--- config.mk ---
export PLATFORM = sky130hd
export DESIGN_NAME = cfg_port
export DESIGN_NICKNAME = d
export VERILOG_FILES = /design/src/rtl/cfg_port_pkg.sv /design/src/rtl/cfg_strap_latch.sv /design/src/rtl/cfg_addr_decode.sv /design/src/rtl/cfg_reg_file.sv /design/src/rtl/cfg_port.sv
export SDC_FILE = /design/constraint.sdc
export NUM_CORES = 1
export LEC_CHECK = 0
export CAP_MARGIN = 25
export CORE_AREA = 4 4 245 247
export CTS_CLUSTER_DIAMETER = 80
export DETAILED_ROUTE_END_ITERATION = 7
export DIE_AREA = 0 0 249 251
export PLACE_DENSITY = 0.59
export SYNTH_ARGS = -nofsm -noshare
export SYNTH_HDL_FRONTEND = slang
export SYNTH_SLANG_ARGS = --single-unit
export TNS_END_PERCENT = 5
--- constraint.sdc ---
create_clock -name clk -period 6 [get_ports clk]
set_input_delay 1.2 -clock clk [delete_from_list [all_inputs] [get_ports clk]]
set_output_delay 1.2 -clock clk [all_outputs]
set_load 0.03 [all_outputs]
--- src/rtl/cfg_port_pkg.sv ---
// Shared strap codes and fixed index locations of the configuration port.
// Assumes an 8-bit index space; indices below BANK_FIRST are global.
package cfg_port_pkg;
    typedef enum logic [1:0] {
        STRAP_LOW  = 2'b00,
        STRAP_HIGH = 2'b01,
        STRAP_PROG = 2'b10,
        STRAP_TEST = 2'b11
    } strap_mode_t;

    localparam logic [7:0] IX_LDN     = 8'h07;
    localparam logic [7:0] IX_CHIPID  = 8'h20;
    localparam logic [7:0] IX_BASE_HI = 8'h26;
    localparam logic [7:0] IX_BASE_LO = 8'h27;
    localparam logic [7:0] BANK_FIRST = 8'h30;
    localparam logic [7:0] NO_REG     = 8'hFF;
endpackage

--- src/rtl/cfg_strap_latch.sv ---
// Captures the base-address strap while power-up reset is held.
// Assumes por_n is synchronous to clk; host-domain reset is not seen here.
module cfg_strap_latch
    import cfg_port_pkg::*;
(
    input  logic        clk,
    input  logic        por_n,
    input  logic [1:0]  strap,
    output strap_mode_t mode
);
    // Follow the strap pins only during power-up reset, hold afterwards.
    always_ff @(posedge clk) begin
        if (!por_n) mode <= strap_mode_t'(strap);
    end
endmodule

--- src/rtl/cfg_addr_decode.sv ---
// Compares the bus address against the strap-selected Index/Data pair.
// Assumes the Data register always sits one byte above the Index register.
module cfg_addr_decode
    import cfg_port_pkg::*;
#(
    parameter int            ADDR_W    = 16,
    parameter logic [ADDR_W-1:0] LOW_BASE  = 16'h002E,
    parameter logic [ADDR_W-1:0] HIGH_BASE = 16'h004E
) (
    input  strap_mode_t       mode,
    input  logic [ADDR_W-1:0] prog_base,
    input  logic [ADDR_W-1:0] addr,
    output logic              idx_sel,
    output logic              dat_sel
);
    logic [ADDR_W-1:0] base;
    logic              live;

    // Pick the active base for the captured strap code.
    always_comb begin
        live = 1'b1;
        unique case (mode)
            STRAP_LOW:  base = LOW_BASE;
            STRAP_HIGH: base = HIGH_BASE;
            STRAP_PROG: base = prog_base;
            default: begin
                base = '0;
                live = 1'b0;
            end
        endcase
    end

    // Match the address against base+0 and base+1.
    always_comb begin
        idx_sel = live && (addr == base);
        dat_sel = live && (addr == base + ADDR_W'(1));
    end
endmodule

--- src/rtl/cfg_reg_file.sv ---
// Holds the Index pointer, the global registers and the banked registers.
// Assumes single-cycle strobes that are already qualified by address decode.
module cfg_reg_file
    import cfg_port_pkg::*;
#(
    parameter int          NUM_LDEV  = 4,
    parameter int          BANK_REGS = 16,
    parameter logic [15:0] PBASE_RST = 16'h0164,
    parameter logic [7:0]  CHIP_ID   = 8'hD5
) (
    input  logic        clk,
    input  logic        por_n,
    input  logic        host_rst_n,
    input  logic        idx_we,
    input  logic        dat_we,
    input  logic [7:0]  wdata,
    output logic [7:0]  idx_q,
    output logic [7:0]  dat_rdata,
    output logic [15:0] prog_base
);
    localparam int LDN_W = (NUM_LDEV > 1) ? $clog2(NUM_LDEV) : 1;
    localparam int OFF_W = (BANK_REGS > 1) ? $clog2(BANK_REGS) : 1;

    logic [7:0]       ldn_q;
    logic [7:0]       off8;
    logic [OFF_W-1:0] off;
    logic             bank_hit;
    logic             bank_we;
    logic [7:0]       bank_rd [NUM_LDEV];

    // Index pointer: written at base+0, cleared by either reset.
    always_ff @(posedge clk) begin
        if (!host_rst_n)  idx_q <= 8'h00;
        else if (idx_we)  idx_q <= wdata;
    end

    // Logical-device number at its global index.
    always_ff @(posedge clk) begin
        if (!host_rst_n)                           ldn_q <= 8'h00;
        else if (dat_we && idx_q == IX_LDN)        ldn_q <= wdata;
    end

    // Programmable base bytes survive host-domain reset.
    always_ff @(posedge clk) begin
        if (!por_n) prog_base <= PBASE_RST;
        else if (dat_we && idx_q == IX_BASE_HI) prog_base[15:8] <= wdata;
        else if (dat_we && idx_q == IX_BASE_LO) prog_base[7:0]  <= wdata;
    end

    // Locate the current index inside the bank window.
    always_comb begin
        off8     = idx_q - BANK_FIRST;
        off      = off8[OFF_W-1:0];
        bank_hit = (idx_q >= BANK_FIRST) && (32'(off8) < BANK_REGS)
                   && (32'(ldn_q) < NUM_LDEV);
        bank_we  = dat_we && bank_hit;
    end

    for (genvar b = 0; b < NUM_LDEV; b++) begin : g_bank
        logic [7:0] regs [BANK_REGS];

        // One bank of registers, written when its device is selected.
        always_ff @(posedge clk) begin
            if (!host_rst_n) begin
                for (int i = 0; i < BANK_REGS; i++) regs[i] <= 8'h00;
            end else if (bank_we && ldn_q == 8'(b)) begin
                regs[off] <= wdata;
            end
        end

        assign bank_rd[b] = regs[off];
    end

    // Data-path read mux; missing locations read as all ones.
    always_comb begin
        if (bank_hit)                 dat_rdata = bank_rd[ldn_q[LDN_W-1:0]];
        else if (idx_q == IX_LDN)     dat_rdata = ldn_q;
        else if (idx_q == IX_CHIPID)  dat_rdata = CHIP_ID;
        else if (idx_q == IX_BASE_HI) dat_rdata = prog_base[15:8];
        else if (idx_q == IX_BASE_LO) dat_rdata = prog_base[7:0];
        else                          dat_rdata = NO_REG;
    end
endmodule

--- src/rtl/cfg_port.sv ---
// Top of the Index/Data configuration access port.
// Assumes single-cycle bus strobes; rdata is combinational in the read cycle.
module cfg_port
    import cfg_port_pkg::*;
#(
    parameter int          NUM_LDEV  = 4,
    parameter int          BANK_REGS = 16,
    parameter logic [15:0] PBASE_RST = 16'h0164,
    parameter logic [7:0]  CHIP_ID   = 8'hD5
) (
    input  logic        clk,
    input  logic        por_n,
    input  logic        rst_n,
    input  logic [1:0]  strap,
    input  logic [15:0] addr,
    input  logic        wr_stb,
    input  logic        rd_stb,
    input  logic [7:0]  wdata,
    output logic [7:0]  rdata,
    output logic        test_mode
);
    strap_mode_t mode;
    logic [15:0] prog_base;
    logic        idx_sel;
    logic        dat_sel;
    logic [7:0]  idx_q;
    logic [7:0]  dat_rdata;
    logic        host_rst_n;

    assign host_rst_n = rst_n && por_n;
    assign test_mode  = (mode == STRAP_TEST);

    cfg_strap_latch u_strap (
        .clk   (clk),
        .por_n (por_n),
        .strap (strap),
        .mode  (mode)
    );

    cfg_addr_decode #(.ADDR_W(16)) u_dec (
        .mode      (mode),
        .prog_base (prog_base),
        .addr      (addr),
        .idx_sel   (idx_sel),
        .dat_sel   (dat_sel)
    );

    cfg_reg_file #(
        .NUM_LDEV  (NUM_LDEV),
        .BANK_REGS (BANK_REGS),
        .PBASE_RST (PBASE_RST),
        .CHIP_ID   (CHIP_ID)
    ) u_rf (
        .clk        (clk),
        .por_n      (por_n),
        .host_rst_n (host_rst_n),
        .idx_we     (wr_stb && idx_sel),
        .dat_we     (wr_stb && dat_sel),
        .wdata      (wdata),
        .idx_q      (idx_q),
        .dat_rdata  (dat_rdata),
        .prog_base  (prog_base)
    );

    // Return data only for a decoded read, zero otherwise.
    always_comb begin
        if (rd_stb && idx_sel)      rdata = idx_q;
        else if (rd_stb && dat_sel) rdata = dat_rdata;
        else                        rdata = 8'h00;
    end
endmodule

Yosys cells after proc, flatten, opt, wreduce, memory -nomap -nowiden
Memories as Yosys holds them, arrays and structs flattened.
Cells that the tools add are included.
Storage, ports and cells
  memories kept: 4
  logic and storage cells: 91
  flip-flop bits (word level): 34
  input bits: 31
  output and inout bits: 9
  memory bits (writable): 512
Memory list
  u_rf.g_bank[0].regs: depth 16, bits a word 8, read ports 1, clocked after Yosys merged registers in 0, wr ports 16, RTL line cfg_reg_file.sv:60  | logic [7:0] regs [BANK_REGS];
  u_rf.g_bank[1].regs: depth 16, bits a word 8, read ports 1, clocked after Yosys merged registers in 0, wr ports 16, RTL line cfg_reg_file.sv:60
  u_rf.g_bank[2].regs: depth 16, bits a word 8, read ports 1, clocked after Yosys merged registers in 0, wr ports 16, RTL line cfg_reg_file.sv:60
  u_rf.g_bank[3].regs: depth 16, bits a word 8, read ports 1, clocked after Yosys merged registers in 0, wr ports 16, RTL line cfg_reg_file.sv:60
Cells by class
  reductions and logical operators: 25
  equality and inequality tests: 12
  order comparisons: 4
  muxes and demuxes: 37
  add/subtract/negate cells: 2
  bitwise logic cells: 2
Operators with widths (number)
  8-bit 2-to-1 mux: 13
  16-bit case mux with 3 select lines: 1
  16-bit == test: 2
  8-bit OR reduction: 4
  8-bit by 6-bit == test with 1-bit output, second input constant: 3
  1-bit 2-to-1 mux: 18
  1-bit logical AND: 17
  16-bit by 1-bit adder with 16-bit output, second input constant: 1
  8-bit binary-select mux with 2-bit select: 1
  8-bit by 2-bit == test with 1-bit output, second input constant: 2
  4-bit 2-to-1 mux: 4
  8-bit by 1-bit == test with 1-bit output, second input constant: 1
  8-bit by 3-bit == test with 1-bit output, second input constant: 1
  8-bit by 6-bit greater-or-equal comparator with 1-bit output, second input constant: 1
  8-bit zero test: 1
  8-bit by 3-bit less-than comparator with 1-bit output, second input constant: 1
  8-bit by 5-bit less-than comparator with 1-bit output, second input constant: 1
  8-bit by 6-bit subtractor with 8-bit output, second input constant: 1
  2-bit == test, second input constant: 2
  3-bit greater-or-equal comparator, second input constant: 1
  2-bit NOT with 3-bit output: 1
  3-bit OR reduction: 1
  2-bit by 1-bit == test with 1-bit output, second input constant: 1
  2-bit zero test: 1
  2 further kinds: 2

Logic depth before layout (Yosys ltp)
  depth in word-level cells: 13
  mapped depth: 16
  gate-level depth less buffers: 10

Cells and area by module
From an unflattened synthesis, not the netlist that was laid out.
Unflattened totals
  cells, all modules: 2095
  area, all modules: 27239.9 um^2
By module, submodules not included
  cfg_reg_file: cells each 1914, area each 26016.2 um^2, times used 1
  cfg_addr_decode: cells each 161, area each 1024.7 um^2, times used 1
  cfg_port: cells each 17, area each 135.1 um^2, times used 1
  cfg_strap_latch: cells each 3, area each 63.8 um^2, times used 1

Worst setup path after synthesis
OpenSTA, ideal clock, no wires.
  path type: reg2out
  start: register u_strap.mode[0]
  end: output port rdata[6]
  setup slack: 1.367 ns
  cell stages (with the launch flop): 15
  data required time: 4.800 ns
  data arrival time: 3.433 ns
  buffers on the path: 5
  cell sequence: edfxtp_1 -> clkbuf_1 -> nor2b_1 -> buf_2 -> and2_1 -> ha_1 -> xnor2_1 -> xnor2_1 -> nor4_1 -> and4_1 -> clkbuf_1 -> clkbuf_1 -> clkbuf_1 -> nand4_1 -> o2bb2ai_1
On the way
  longest elaborated chain between the ends: 8
  elaborated cells on any way between the ends: 15
  those cells by class: 1 x add/sub; 4 x eq/ne; 4 x mux; 6 x reduce/logical
Ends and longest elaborated chain
  start, declared: RTL line cfg_strap_latch.sv:9  | output strap_mode_t mode
  start signal, assigned: RTL line cfg_strap_latch.sv:13  | if (!por_n) mode <= strap_mode_t'(strap);
  2-bit == test (tied with other cells): RTL line cfg_addr_decode.sv:22  | unique case (mode)
  16-bit case mux with 3 select lines: RTL line cfg_addr_decode.sv:22
  16-bit by 1-bit adder with 16-bit output: RTL line cfg_addr_decode.sv:36  | dat_sel = live && (addr == base + ADDR_W'(1));
  16-bit == test: RTL line cfg_addr_decode.sv:36
  1-bit logical AND: RTL line cfg_addr_decode.sv:36
  1-bit logical AND: RTL line cfg_port.sv:68  | else if (rd_stb && dat_sel) rdata = dat_rdata;
  8-bit 2-to-1 mux: RTL line cfg_port.sv:68
  8-bit 2-to-1 mux *: RTL line cfg_port.sv:67  | if (rd_stb && idx_sel) rdata = idx_q;
  end, declared: RTL line cfg_port.sv:19  | output logic [7:0] rdata,
Mark *: on every way between the ends. The rest lies on a longest branch, timed or not.

Worst setup path after layout
  start: register u_rf.idx_q[1]
  end: output port rdata[4]
On the way
  longest elaborated chain between the ends: 8
  elaborated cells on any way between the ends: 23
  those cells by class: 1 x add/sub; 2 x order compare; 4 x eq/ne; 10 x mux; 2 x reduce/logical; 4 x memory
Ends and longest elaborated chain
  start, declared: RTL line cfg_reg_file.sv:17  | output logic [7:0] idx_q,
  start signal, assigned: RTL line cfg_reg_file.sv:34  | else if (idx_we) idx_q <= wdata;
  8-bit by 6-bit subtractor with 8-bit output or 8-bit by 6-bit == test with 1-bit output (tied branches): RTL line cfg_reg_file.sv:52, cfg_reg_file.sv:80
  memory 16 x 8 bit or 8-bit 2-to-1 mux (tied branches)
  8-bit binary-select mux with 2-bit select or 8-bit 2-to-1 mux (tied branches): RTL line cfg_reg_file.sv:76, cfg_reg_file.sv:79
  8-bit 2-to-1 mux (on tied branches): RTL line cfg_reg_file.sv:76, cfg_reg_file.sv:78
  8-bit 2-to-1 mux (on tied branches): RTL line cfg_reg_file.sv:76, cfg_reg_file.sv:77
  8-bit 2-to-1 mux *: RTL line cfg_reg_file.sv:76  | if (bank_hit) dat_rdata = bank_rd[ldn_q[LDN_W-1:0]];
  8-bit 2-to-1 mux *: RTL line cfg_port.sv:68
  8-bit 2-to-1 mux *: RTL line cfg_port.sv:67
Mark *: on every way between the ends. The rest lies on a longest branch, timed or not. The select of a mux whose other input is x is not followed.

==> report_table.html <==
<table>
<tr><th>Metric</th><th>Value</th></tr>
<tr><th colspan="2">STA</th></tr>
<tr><td>Final Cycle Share</td><td>0.941</td></tr>
<tr><td>Post-layout minimum cycle time</td><td>5.65 ns</td></tr>
<tr><td>Worst Max-Slew Pin Slew</td><td>1.11 ns</td></tr>
<tr><td>Unrepaired setup endpoints after global routing</td><td>false</td></tr>
<tr><td>Final setup margin</td><td>roughly 0.35 ns</td></tr>
<tr><td>Final setup fails</td><td>0</td></tr>
<tr><td>Worst relative slew slack</td><td>0.251</td></tr>
<tr><td>Final sum of negative setup slack</td><td>0 ns</td></tr>
<tr><td>Top achievable clock speed</td><td>approximately 180 MHz</td></tr>
<tr><td>Min Hold Slack</td><td>0.569 ns</td></tr>
<tr><td>Final Slew Violations</td><td>0</td></tr>
<tr><td>Worst Skew</td><td>0.0216 ns</td></tr>
<tr><td>Hold violation count in the final report</td><td>0</td></tr>
<tr><th colspan="2">Cells and area</th></tr>
<tr><td>Layout overhead on the synthesized area</td><td>14.0%</td></tr>
<tr><td>Post-route cell area</td><td>around 29000 um2</td></tr>
<tr><td>Final #Nets</td><td>2169</td></tr>
<tr><td>Antenna Cells</td><td>0</td></tr>
<tr><td>Highest-count cells in the layout ignoring fill and taps</td><td>nor2_1 (565), edfxtp_1 (514), nand2_1 (186)</td></tr>
<tr><td>Number of standard cells in the final layout excluding fillers</td><td>2943</td></tr>
<tr><td>Fraction of final layout cells with drive strength greater than 1</td><td>0.168</td></tr>
<tr><td>Most common library cell in the layout ignoring fill and taps</td><td>nor2_1</td></tr>
<tr><td>Utilization after layout</td><td>0.511</td></tr>
<tr><th colspan="2">Run status</th></tr>
<tr><td>Status</td><td>complete, no violations</td></tr>
<tr><th colspan="2">Critical path</th></tr>
<tr><td>Setup crit end kind</td><td>output port</td></tr>
<tr><td>Worst setup path category</td><td>reg2out</td></tr>
<tr><td>Category of the worst setup path launch point</td><td>flop</td></tr>
<tr><td>Worst endpoint required time</td><td>4.80 ns</td></tr>
<tr><td>Crit-path max FO</td><td>50</td></tr>
<tr><td>Data arrival time at the worst-slack endpoint</td><td>4.45 ns</td></tr>
<tr><td>Cells on worst reg2reg path</td><td>13</td></tr>
<tr><th colspan="2">Synth</th></tr>
<tr><td>Cell taking the most area after synthesis</td><td>edfxtp_1</td></tr>
<tr><td>Sequential area share after synthesis</td><td>0.623</td></tr>
<tr><td>Most common flop cell mapped by yosys</td><td>edfxtp_1</td></tr>
<tr><td>Synth Instances</td><td>2079</td></tr>
<tr><td>Synthesized flop and latch total</td><td>546</td></tr>
<tr><td>Cells taking the most area after synthesis</td><td>edfxtp_1 (60%), mux4_2 (11%), nor2_1 (8.2%)</td></tr>
<tr><td>Avg Cell Area, Syn</td><td>12.4 um2</td></tr>
<tr><td>Syn_nets</td><td>roughly 2100</td></tr>
<tr><td>Number of distinct library cell variants in the gate-level netlist after synthesis</td><td>71</td></tr>
<tr><td>Share of Yosys cell area claimed by the top area cell type</td><td>0.598</td></tr>
<tr><td>EDFF count, synth</td><td>514</td></tr>
<tr><td>Combined area of all synthesized cells</td><td>25800 um2</td></tr>
<tr><td>Ys async rst share</td><td>0</td></tr>
<tr><td>Warnings from Yosys</td><td>0</td></tr>
<tr><th colspan="2">Pwr</th></tr>
<tr><td>Switching power summed over all nets</td><td>1.81 mW</td></tr>
<tr><td>Clock network power share</td><td>0.426</td></tr>
<tr><td>Share of power burned in registers</td><td>0.525</td></tr>
<tr><td>Fraction of power consumed by combinational cells</td><td>0.049</td></tr>
<tr><td>Leak</td><td>9.49 nW</td></tr>
<tr><td>Pwr Total</td><td>8.36 mW</td></tr>
<tr><td>Pwr Density</td><td>284 nW/um2</td></tr>
<tr><td>IR Drop Worst-Case VDD</td><td>0.209 mV</td></tr>
<tr><td>Internal Dissipation</td><td>6.55 mW</td></tr>
<tr><td>Switching share of power</td><td>0.216</td></tr>
<tr><th colspan="2">Clocking</th></tr>
<tr><td>TritonCTS Buffers</td><td>57</td></tr>
<tr><td>TritonCTS clock tree</td><td>done</td></tr>
<tr><td>Worst-Skew Late Latency</td><td>0.62 ns</td></tr>
<tr><td>Root buf cell</td><td>clkbuf_16</td></tr>
<tr><td>Buffers from clock root to sink, at most</td><td>3</td></tr>
<tr><td>Clock Sinks</td><td>546</td></tr>
<tr><td>Clock slew seen by the registers of the worst setup and hold paths</td><td>roughly 0.060 ns</td></tr>
<tr><td>Count of hold buffers inserted by post-cts repair</td><td>0</td></tr>
<tr><td>Maximum level of the CTS H-tree</td><td>2</td></tr>
<tr><th colspan="2">Place</th></tr>
<tr><td>Cell Count Post-Placement</td><td>between 2000 and 3000</td></tr>
<tr><td>Routability congestion estimate</td><td>0.932</td></tr>
<tr><td>Final HPWL DP</td><td>57.9 mm</td></tr>
<tr><td>Total of buffers placed on input and output ports</td><td>39</td></tr>
<tr><td>Worst setup slack after placement</td><td>~0.55 ns</td></tr>
<tr><td>Instance area at placement</td><td>between 20000 and 30000 um2</td></tr>
<tr><th colspan="2">Worst hold path</th></tr>
<tr><td>Classification of the worst-slack hold path</td><td>reg2reg</td></tr>
<tr><td>Worst hold path stage count</td><td>3</td></tr>
<tr><th colspan="2">Routing</th></tr>
<tr><td>Initial DRC Count</td><td>around 2500</td></tr>
<tr><td>Via/cell ratio</td><td>approximately 6.2</td></tr>
<tr><td>Initial DRT Pass Iterations</td><td>8</td></tr>
<tr><td>Via count of the routed design</td><td>around 18000</td></tr>
<tr><td>Total detailed-routing wirelength</td><td>84.3 mm</td></tr>
<tr><td>Post-route DRC</td><td>0</td></tr>
<tr><td>Final antenna-violating net count</td><td>0</td></tr>
<tr><td>Mean routed wirelength per cell</td><td>28.7 um</td></tr>
<tr><th colspan="2">Floorplan</th></tr>
<tr><td>Die extent in y</td><td>251 um</td></tr>
<tr><td>Overall die width</td><td>249 um</td></tr>
<tr><td>Initial core utilization</td><td>0.448</td></tr>
<tr><td>Total Die Area</td><td>62500 um2</td></tr>
<tr><td>Core footprint</td><td>57600 um2</td></tr>
<tr><td>Number of rows in the core area</td><td>just under 90</td></tr>
<tr><td>Count of boundary I/O pins</td><td>40</td></tr>
<tr><th colspan="2">Global route</th></tr>
<tr><td>Number of antenna violations at the first check in global routing</td><td>2</td></tr>
<tr><td>Wire length of the first global-routing pass</td><td>123 mm</td></tr>
<tr><td>GRT Util Overall</td><td>0.265</td></tr>
<tr><td>Pin count of the biggest net entering global routing</td><td>73</td></tr>
<tr><td>Via count of the first global-routing pass</td><td>17700</td></tr>
<tr><td>Aggregate global routing overflow</td><td>0</td></tr>
<tr><th colspan="2">Flow run</th></tr>
<tr><td>Max-cap violations</td><td>0</td></tr>
</table>
[worst paths after layout]
path | slack, ns | endpoint | startpoint
max | 0.35 | rdata[4] | u_rf.idx_q[1]
min | 0.57 | u_rf.ldn_q[5] | u_rf.ldn_q[5]
max reg2reg | 0.94 | u_rf.g_bank[3].regs[2][5] | u_strap.mode[0]
min reg2reg | 0.57 | u_rf.ldn_q[5] | u_rf.ldn_q[5]
[cell families after synthesis]
| group | count (synthesis) | synth area share |
|---|---|---|
| AO/OA/AOI/OAI | 232 | 0.0566 |
| multiplexers | 188 | 0.132 |
| AND/OR/NAND/NOR | 904 | 0.150 |
| buffers and inverters | 185 | 0.0299 |
| XOR/XNOR | 23 | 0.00781 |
| adder cells (fa/ha/maj) | 1 | 0.000485 |
| flip-flops | 546 | 0.623 |
[per-layer routing]
layer  up-vias  global-route usage  routed length (um)
li1       7755                   -                   -
met1      9251               0.383               34300
met2      1064               0.415               38900
met3       158              0.0485                8230
met4         0              0.0814                2870
met5         -                   0                   0
[layout make-up]
type,count,area [um2]
Clock buffer,68,1470
Clock inverter,32,362
Fill cell,4913,28200
Inverter,16,60.1
Multi-Input combinational cell,1348,9000
Sequential cell,546,16100
Tap cell,765,957
Timing Repair Buffer,168,1470
[what timing repair did]
action,in CTS,in global routing
setup endpoints to repair,0,4
setup buffers,0,0
resized for setup,0,1
endpoints found under the hold margin,0,0
[synthesized netlist by cell type (14+ instances only)]
cell type	n
nand3_1	16
inv_1	15
nand2b_1	14
mux2i_1	57
o21ai_0	33
o21ai_1	66
edfxtp_1	514
clkbuf_1	120
buf_2	28
a21oi_1	29
buf_1	15
mux4_2	121
nand4_1	22
nor2b_1	17
nand2_1	186
nor2_1	565
dfxtp_1	32
[power by group through the flow]
stage | clock network (mW) | logic [mW] | registers (mW)
2_1_floorplan | 0 | 0.199 | 4.43
3_3_place_gp | 0 | 0.397 | 4.46
3_5_place_dp | 0 | 0.398 | 4.46
4_1_cts | 3.59 | 0.401 | 4.39
5_1_grt | 3.75 | 0.424 | 4.40
6_report | 3.56 | 0.408 | 4.39
[critical path: stages (launching register included)]
cell	delay, ns
dfxtp_4	0.98
buf_12	0.34
mux4_2	0.52
mux2i_1	0.31
a21oi_1	0.11
o21ai_0	0.41
o21ai_0	0.23
a22o_1	0.26
clkdlybuf4s50_1	0.59
[sequential cells by signal, indices dropped and copies added (netlist names)]
name / cells
u_strap.mode: 2
u_rf.g_bank.regs: 512
u_rf.ldn_q: 8
u_rf.idx_q: 8
u_rf.prog_base: 16
Note: power is estimated with default switching activity, not from simulation.
